==> config.mk <==
export PLATFORM = sky130hd
export DESIGN_NAME = epp_gate
export DESIGN_NICKNAME = d
export VERILOG_FILES = /design/src/rtl/epp_gate_pkg.sv /design/src/rtl/epp_gate_permit.sv /design/src/rtl/epp_gate_timer.sv /design/src/rtl/epp_gate_lanes.sv /design/src/rtl/epp_gate.sv
export SDC_FILE = /design/constraint.sdc
export NUM_CORES = 1
export LEC_CHECK = 0
export BUFFER_PORTS_ARGS = -buffer_cell sky130_fd_sc_hd__buf_2
export CORE_MARGIN = 4
export CORE_UTILIZATION = 40
export CTS_BUF_LIST = sky130_fd_sc_hd__clkbuf_2 sky130_fd_sc_hd__clkbuf_4 sky130_fd_sc_hd__clkbuf_8
export DETAILED_ROUTE_END_ITERATION = 10
export GPL_TIMING_DRIVEN = 0
export PLACE_DENSITY = 0.63
export SETUP_SLACK_MARGIN = 0.3
export SLEW_MARGIN = 20
export SYNTH_ARGS = -nofsm -noshare
export SYNTH_HDL_FRONTEND = slang
export SYNTH_HIERARCHICAL = 1
export SYNTH_SLANG_ARGS = --single-unit
==> constraint.sdc <==
create_clock -name clk -period 2.5 [get_ports clk]
set_input_delay 0.125 -clock clk [delete_from_list [all_inputs] [get_ports clk]]
set_output_delay 0.125 -clock clk [all_outputs]
set_load 0.005 [all_outputs]
==> src/rtl/epp_gate_pkg.sv <==
package epp_gate_pkg;
  typedef enum logic [1:0] {
    ST_IDLE,
    ST_STROBE,
    ST_GAP,
    ST_DONE
  } epp_state_t;

  localparam logic [7:0] CTL_GATE_MASK = 8'h2F;
  localparam logic [7:0] CTL_WR_OK     = 8'h04;
  localparam logic [7:0] CTL_RD_OK     = 8'h24;
  localparam logic [7:0] STAT_KEEP     = 8'hFE;

  localparam logic [2:0] OFS_STATUS = 3'd1;
  localparam logic [2:0] OFS_ADDR   = 3'd3;
  localparam logic [2:0] OFS_DATA   = 3'd4;
endpackage

==> src/rtl/epp_gate_permit.sv <==
module epp_gate_permit
  import epp_gate_pkg::*;
#(
  parameter int BYTES = 4,
  localparam int IDX_W = $clog2(BYTES),
  localparam int DW = 8 * BYTES
) (
  input  logic [7:0]    ctrl,
  input  logic [2:0]    addr,
  input  logic          write,
  input  logic [1:0]    size,
  output logic          run,
  output logic          is_addr,
  output logic [IDX_W-1:0] last_idx,
  output logic [DW-1:0] width_mask
);
  logic cycle_ofs;
  logic gate_ok;

  assign cycle_ofs = (addr == OFS_ADDR) || (addr == OFS_DATA);
  assign is_addr   = (addr == OFS_ADDR);
  assign gate_ok   = write ? ((ctrl & CTL_GATE_MASK) == CTL_WR_OK)
                           : ((ctrl & CTL_GATE_MASK) == CTL_RD_OK);
  assign run       = cycle_ofs && gate_ok;

  always_comb begin
    last_idx = '0;
    if (addr == OFS_DATA) begin
      case (size)
        2'd0:    last_idx = '0;
        2'd1:    last_idx = IDX_W'(1);
        default: last_idx = IDX_W'(BYTES - 1);
      endcase
    end
  end

  for (genvar i = 0; i < BYTES; i++) begin : g_mask
    assign width_mask[8*i +: 8] = (IDX_W'(i) <= last_idx) ? 8'hFF : 8'h00;
  end
endmodule

==> src/rtl/epp_gate_timer.sv <==
module epp_gate_timer #(
  parameter int TIMEOUT_CYC = 64,
  localparam int CNT_W = $clog2(TIMEOUT_CYC + 1)
) (
  input  logic clk,
  input  logic rst_n,
  input  logic active,
  input  logic acked,
  output logic expired
);
  logic [CNT_W-1:0] cnt;

  assign expired = active && !acked && (cnt == CNT_W'(TIMEOUT_CYC - 1));

  always_ff @(posedge clk or negedge rst_n) begin
    if (!rst_n) begin
      cnt <= '0;
    end else if (!active || acked) begin
      cnt <= '0;
    end else if (!expired) begin
      cnt <= cnt + CNT_W'(1);
    end
  end
endmodule

==> src/rtl/epp_gate_lanes.sv <==
module epp_gate_lanes #(
  parameter int BYTES = 4,
  localparam int IDX_W = $clog2(BYTES),
  localparam int DW = 8 * BYTES
) (
  input  logic             clk,
  input  logic             rst_n,
  input  logic             preset,
  input  logic             capture,
  input  logic [IDX_W-1:0] idx,
  input  logic [7:0]       din,
  output logic [DW-1:0]    word
);
  for (genvar i = 0; i < BYTES; i++) begin : g_lane
    always_ff @(posedge clk or negedge rst_n) begin
      if (!rst_n) begin
        word[8*i +: 8] <= 8'hFF;
      end else if (preset) begin
        word[8*i +: 8] <= 8'hFF;
      end else if (capture && (idx == IDX_W'(i))) begin
        word[8*i +: 8] <= din;
      end
    end
  end
endmodule

==> src/rtl/epp_gate.sv <==
module epp_gate
  import epp_gate_pkg::*;
#(
  parameter int TIMEOUT_CYC = 64,
  parameter int BYTES = 4,
  localparam int IDX_W = $clog2(BYTES),
  localparam int DW = 8 * BYTES
) (
  input  logic          clk,
  input  logic          rst_n,
  input  logic          req_valid,
  output logic          req_ready,
  input  logic          req_write,
  input  logic [2:0]    req_addr,
  input  logic [1:0]    req_size,
  input  logic [DW-1:0] req_wdata,
  output logic          rsp_valid,
  output logic [DW-1:0] rsp_rdata,
  input  logic [7:0]    ctrl_reg,
  input  logic [7:0]    periph_status,
  output logic          timeout_flag,
  output logic          pp_addr_stb,
  output logic          pp_data_stb,
  output logic          pp_write,
  output logic          pp_dir,
  output logic [7:0]    pp_dout,
  input  logic [7:0]    pp_din,
  input  logic          pp_ack
);
  epp_state_t       state;
  logic [IDX_W-1:0] idx;
  logic [IDX_W-1:0] lat_last;
  logic             lat_write;
  logic             lat_addr_cyc;
  logic [DW-1:0]    lat_wdata;
  logic [DW-1:0]    lat_mask;
  logic [DW-1:0]    resp_word;
  logic             resp_lanes;
  logic             flag;

  logic             dec_run;
  logic             dec_is_addr;
  logic [IDX_W-1:0] dec_last;
  logic [DW-1:0]    dec_mask;
  logic             accept;
  logic             in_strobe;
  logic             expired;
  logic [DW-1:0]    lane_word;

  epp_gate_permit #(.BYTES(BYTES)) u_permit (
    .ctrl       (ctrl_reg),
    .addr       (req_addr),
    .write      (req_write),
    .size       (req_size),
    .run        (dec_run),
    .is_addr    (dec_is_addr),
    .last_idx   (dec_last),
    .width_mask (dec_mask)
  );

  epp_gate_timer #(.TIMEOUT_CYC(TIMEOUT_CYC)) u_timer (
    .clk     (clk),
    .rst_n   (rst_n),
    .active  (in_strobe),
    .acked   (pp_ack),
    .expired (expired)
  );

  epp_gate_lanes #(.BYTES(BYTES)) u_lanes (
    .clk     (clk),
    .rst_n   (rst_n),
    .preset  (accept),
    .capture (in_strobe && pp_ack && !lat_write),
    .idx     (idx),
    .din     (pp_din),
    .word    (lane_word)
  );

  assign req_ready    = (state == ST_IDLE);
  assign accept       = req_valid && req_ready;
  assign in_strobe    = (state == ST_STROBE);
  assign pp_addr_stb  = in_strobe && lat_addr_cyc;
  assign pp_data_stb  = in_strobe && !lat_addr_cyc;
  assign pp_write     = lat_write;
  assign pp_dir       = ctrl_reg[5];
  assign pp_dout      = lat_wdata[8*idx +: 8];
  assign rsp_valid    = (state == ST_DONE);
  assign rsp_rdata    = resp_lanes ? (lane_word & lat_mask) : resp_word;
  assign timeout_flag = flag;

  always_ff @(posedge clk or negedge rst_n) begin
    if (!rst_n) begin
      state        <= ST_IDLE;
      idx          <= '0;
      lat_last     <= '0;
      lat_write    <= 1'b0;
      lat_addr_cyc <= 1'b0;
      lat_wdata    <= '0;
      lat_mask     <= '0;
      resp_word    <= '0;
      resp_lanes   <= 1'b0;
      flag         <= 1'b0;
    end else begin
      case (state)
        ST_IDLE: begin
          if (accept) begin
            idx          <= '0;
            lat_last     <= dec_last;
            lat_write    <= req_write;
            lat_addr_cyc <= dec_is_addr;
            lat_wdata    <= req_wdata;
            lat_mask     <= dec_mask;
            resp_lanes   <= dec_run && !req_write;
            if (req_write) begin
              resp_word <= '0;
            end else if (req_addr == OFS_STATUS) begin
              resp_word <= DW'((periph_status & STAT_KEEP) | {7'd0, flag});
            end else begin
              resp_word <= dec_mask;
            end
            if (req_write && (req_addr == OFS_STATUS) && req_wdata[0]) begin
              flag <= 1'b0;
            end
            state <= dec_run ? ST_STROBE : ST_DONE;
          end
        end
        ST_STROBE: begin
          if (pp_ack) begin
            state <= (idx == lat_last) ? ST_DONE : ST_GAP;
          end else if (expired) begin
            flag  <= 1'b1;
            state <= ST_DONE;
          end
        end
        ST_GAP: begin
          idx   <= idx + IDX_W'(1);
          state <= ST_STROBE;
        end
        default: begin
          state <= ST_IDLE;
        end
      endcase
    end
  end
endmodule

======== Word-level counts from Yosys, hierarchy flattened ========
Index checks and enable logic that the tools add are counted.
word-level totals
  flip-flop bits (word level) ............. 145
  input bits .............................. 66
  word-level logic and storage cells ...... 112
operators by class
  $add $sub $neg .......................... 2
  order comparisons ....................... 4
  equal/unequal tests ..................... 20
  shifts and indexed selects .............. 1
  multiplexer cells ....................... 33
  bitwise logic cells ..................... 2
  reduce and logical (&&, ||, !) cells .... 35
operator list
  operator                                                        number
  2-to-1 mux 32 bit                                               3
  2-to-1 mux 8 bit                                                12
  bitwise AND 32 bit                                              1
  indexed part select 32 x 6 -> 8 bit                             1
  logical AND 1 bit                                               15
  2-to-1 mux 7 bit                                                2
  2-to-1 mux 2 bit                                                6
  nonzero test 2 bit                                              6
  == test 2 bit (second input constant)                           4
  != test 2 x 1 -> 1 bit (second input constant)                  4
  OR 8 x 1 -> 8 bit                                               1
  one-hot mux 2 bit (2 select lines)                              2
  adder 7 x 1 -> 7 bit (second input constant)                    1
  == test 7 x 6 -> 1 bit (second input constant)                  1
  == test 2 x 1 -> 1 bit (second input constant)                  3
  logical NOT 2 bit                                               3
  2-to-1 mux 1 bit                                                6
  one-hot mux 2 bit (3 select lines)                              1
  AND reduction 2 bit                                             3
  == test 5 x 3 -> 1 bit (second input constant)                  1
  == test 5 bit (second input constant)                           1
  logical NOT 1 bit                                               5
  AND reduction 5 bit                                             1
  less-or-equal comparator 1 x 2 -> 1 bit (first input constant)  2
  10 further kinds                                                12

======== Depth between registers and ports, before layout ========
  depth after elaboration ................. 7
  gate-level depth with buffers ........... 8
  mapped depth without buffers ............ 6

======== Cells and area by module ========
Netlist, hierarchy kept.
by module, submodules not included
  module           instances  cells each  area each (um2)
  epp_gate         1          520         4730.8
  epp_gate_lanes   1          115         1376.3
  epp_gate_timer   1          35          367.9
  epp_gate_permit  1          40          311.5

======== Least setup slack after synthesis ========
Ideal clock, no wire load.
  kind .................................... flip-flop to flip-flop
  start point ............................. reg state[1]
  end point ............................... reg u_lanes.word[24]
  library setup time ...................... 79 ps
  data arrival time ....................... 1786 ps
  setup slack ............................. 635 ps
  cell stages (with the launch flop) ...... 9
  path buffers ............................ 4
  period minus slack after synthesis ...... 1865 ps
  path through ............................ dfrtp_1 -> or3b_1 -> buf_2 -> clkinv_2 -> buf_6 -> buf_6 -> buf_1 -> nor2_1 -> mux2i_1
on the way
  elaborated cells on any way between the ends .. 8
  those cells by class .................... eq/ne: 1; mux: 1; reduce/logical: 6
RTL lines
  what                                                    line                  text
  start, declared                                         epp_gate.sv:30        epp_state_t state;
  start signal, assigned                                  epp_gate.sv:124       state <= dec_run ? ST_STROBE : ST_DONE;
  start signal, assigned                                  epp_gate.sv:129       state <= (idx == lat_last) ? ST_DONE : ST_GAP;
  logical NOT 2 bit (*)                                   epp_gate.sv:79        assign req_ready = (state == ST_IDLE);
  logical AND 1 bit (*)                                   epp_gate.sv:80        assign accept = req_valid && req_ready;
  net accept                                              epp_gate.sv:45        logic accept;
  2-to-1 mux 8 bit or nonzero test 2 bit (tied branches)  -
  end signal, assigned by index                           epp_gate_lanes.sv:21  word[8*i +: 8] <= din;
  end, declared                                           epp_gate_lanes.sv:12  output logic [DW-1:0] word
Mark *: on every way through the listed nets, which the timed path passes. The rest lies on a longest branch.
A chain may end at the register's enable or synchronous reset.

======== Worst setup path after layout ========
  start point ............................. reg state[1]
  end point ............................... reg u_lanes.word[18]
The elaborated chain is that of the path after synthesis.

==> summary.txt <==
Power
  • Peak VDD IR: 0.505 mV
  • Switching power: 0.00261 W
  • Int Pwr: 0.00510 W
  • Switching Share: 33.9%
  • Total power of the final layout: 0.00772 W
  • Clk pwr share: 22.2%
  • Leakage: 4.48 nW
  • Power Dens Cells: 907 nW/um^2
  • Reg power frac: 46.2%
  • Comb pwr share: 31.7%

Die
  • Rows: 47
  • Die Wd: 138 microns
  • Initial Utilization: 40.9%
  • Core ar.: 16600 sq um
  • Die Y: 138 microns
  • I/O Pins: 113
  • Die ar.: 19100 sq um

Worst hold path
  • Hold EP: u_lanes/word[20]
  • Hold Path Origin: pp_din[4]
  • WHS Path Cells: 3
  • Hold Path Class: primary input to flip-flop

Setup path
  • Critical path class: flip-flop to flip-flop
  • FF-to-FF Start: state[1]
  • Flop2flop setup slack: 0.44 ns
  • Crit end category: flip-flop
  • Worst reg2reg path depth: 8
  • RR Endpoint: u_lanes/word[18]
  • CP startpoint kind: flip-flop
  • WP data arrival: 2.42 ns
  • Worst path required time: 2.86 ns
  • Crit Path Max Fanout: 13

Route
  • Antenna Violating Nets Remaining: 0
  • Average vias per placed instance: 4.84
  • Vias: 5428
  • Residual DRC count: 0
  • DRT Wirelength: 17600 microns
  • 1st-pass router iterations: 5
  • Wirelength per Cell: 15.7 microns
  • First DRT Iteration DRCs: 217

Layout
  • Total Nets Final: 956
  • Fraction of layout cells with a size suffix above 1: 28.6%
  • Fin cells: 1122
  • Fillers: 1618
  • Design area: 8500 sq um
  • Area delta synth->final: 25.3%
  • Antenna Cells: 0

Outcome
  • Outcome: finished clean

Global route
  • Pin count of the biggest net entering global routing: 99
  • Grt ovf: 0
  • Initial antenna violation count: 1
  • Vias in the first global route: 5563
  • Total track usage: 19.0%
  • First-pass GRT wire length: 29400 microns

Synthesis
  • Top post-synthesis cells by count: nand2_1 (210), dfrtp_1 (113), nor2_1 (44)
  • Sequential fraction of the synthesis area: 54.1%
  • Most common cell in the netlist: nand2_1
  • Mapped Cells: 710
  • Top cells by area, synth: dfrtp_1 (42%), dfstp_2 (12%), nand2_1 (12%)
  • Asr flop ratio synth: 100%
  • Distinct cell type count after synthesis: 44
  • Mean Syn Cell Area: 9.56 sq um
  • Register bit total from synthesis: 145
  • Post-synth top area cell: dfrtp_1
  • Post-synth EDFFs: 0
  • Post-synth top flop: dfrtp_1
  • Ys Warns: 6
  • Mapped Area: 6790 sq um
  • Post-synth top area share: 41.7%

Timing
  • RSZ-0062 raised after global routing: no
  • Max-slew violation total from the final report: 0
  • Max Clk Rate: 486 MHz
  • Final Hold Viols: 0
  • Worst rel slew slack: 58.8%
  • Clk_skew: 0.0109 ns
  • Period utilization: 82.2%
  • Total Neg Setup Slack: 0 ns
  • Final min period: 2.06 ns
  • Worst Tran Pin Value: 0.618 ns
  • Final setup viols: 0

Clock tree
  • Num CTS Buffers: 17
  • CTS root buffer: clkbuf_8
  • H-tree depth: 4
  • Clk_lat worst skew: 0.44 ns
  • CTS Buffer Depth: 2
  • CTS tree: done
  • Clock transition at path regs: 0.08 ns
  • Clk sink count: 145

Placement
  • Placed insts: 1046
  • Port Buffers: 108
  • Routability cong.: 0.765
  • HPWL after DPL: 12100 microns
  • DP Area: 7670 sq um

Run
  • Max-cap viol count: 0
registers in the layout, indices dropped and copies added (netlist names):
signal	count
resp_lanes	1
resp_word	32
timeout_flag	1
idx	2
lat_last	2
u_timer/cnt	7
lat_wdata	32
state	2
lat_mask	32
u_lanes/word	32
pp_write	1
lat_addr_cyc	1
metrics by stage:
stage | hold WS, ns | utilization [%] | setup WS (ns)
2_1_floorplan | -0.171 | - | 0.635
3_3_place_gp | 0.316 | 46.0 | -0.855
3_5_place_dp | 0.0520 | 46.2 | 0.169
4_1_cts | 0.00888 | 51.1 | 0.306
5_1_grt | 0.00223 | 51.3 | 0.310
6_report | 0.0210 | 51.3 | 0.444
layout make-up:
| cell class | instances | area, sq um | area share (%) |
|---|---|---|---|
| timing repair buffer | 153 | 1020 | 12.0 |
| buffer | 72 | 508 | 5.97 |
| clock inverter | 5 | 27.5 | 0.324 |
| multi-input combinational | 464 | 2530 | 29.8 |
| clock buffer | 27 | 334 | 3.93 |
| inverter | 36 | 136 | 1.60 |
| tap | 220 | 275 | 3.24 |
| sequential | 145 | 3670 | 43.2 |
kinds of logic after synthesis:
| logic type | share of synthesized area [%] |
|---|---|
| DFF | 54.1 |
| xor gates and xnor gates | 0.387 |
| and+or+nand+nor | 19.5 |
| AOI/OAI and AO/OA | 7.60 |
| adders and majority gates | 0.184 |
| other | 0.0553 |
| buffers and inverters | 9.18 |
| muxes | 9.00 |
power by group through the flow:
| stage | logic, W | clock network, W | registers, W |
|---|---|---|---|
| floorplan | 0.00159 | 0 | 0.00348 |
| finish | 0.00244 | 0.00171 | 0.00356 |
| detailed placement | 0.00238 | 0 | 0.00360 |
| global route | 0.00276 | 0.00185 | 0.00365 |
| global placement | 0.00233 | 0 | 0.00358 |
| CTS | 0.00246 | 0.00175 | 0.00356 |
worst max path at each step:
stage | slack, ns | startpoint | endpoint | cells past startpoint
floorplan | 0.64 | state[1] | u_lanes/word[24] | 8
global placement | -0.85 | rst_n | lat_wdata[19] | 1
detailed placement | 0.17 | state[1] | u_lanes/word[2] | 8
CTS | 0.31 | state[1] | u_lanes/word[1] | 8
global route | 0.31 | state[1] | u_lanes/word[28] | 8
finish | 0.44 | state[1] | u_lanes/word[18] | 8
per-layer routing:
| metal | vias to the layer above | track usage (%) | part of all wire, % |
|---|---|---|---|
| met5 | - | 0 | 0.068 |
| met3 | 13 | 4.04 | 4.5 |
| met1 | 2610 | 26.3 | 47 |
| li1 | 2667 | - | - |
| met4 | 2 | 4.21 | 0.71 |
| met2 | 136 | 31.2 | 48 |
repair_timing:
item / in CTS / in global routing
buffers inserted: 0 / 0
hold endpoints to repair: 89 / 1
hold buffers: 43 / 1
setup endpoints to repair: 57 / 49
gates resized for setup: 10 / 16
cells in the final DEF (no fill, tap or decap), types with 5 or more instances in the layout:
cell type        n
o21ai_0         36
clkinv_2         5
buf_2          116
clkbuf_1         7
dfrtp_1        111
and2_1           5
nand2b_1         5
nor2_2           5
clkbuf_2         7
nor2_1          39
clkbuf_4         7
conb_1           8
mux2i_1         43
dfstp_2         32
nand3_1         33
buf_4           39
mux4_2           8
nand2_1        210
dlygate4sd3_1   44
clkbuf_8        21
buf_6            9
o22ai_1         32
inv_1           35
critical path, cell delays in order, from the launching register on:
cell and delay [ns]:
dfrtp_2 0.46, or3b_1 0.37, buf_2 0.18, clkinv_2 0.11
buf_6 0.17, buf_6 0.17, buf_2 0.27, nor2_1 0.08
mux2i_1 0.15
Note: power is estimated with default switching activity, not from simulation.
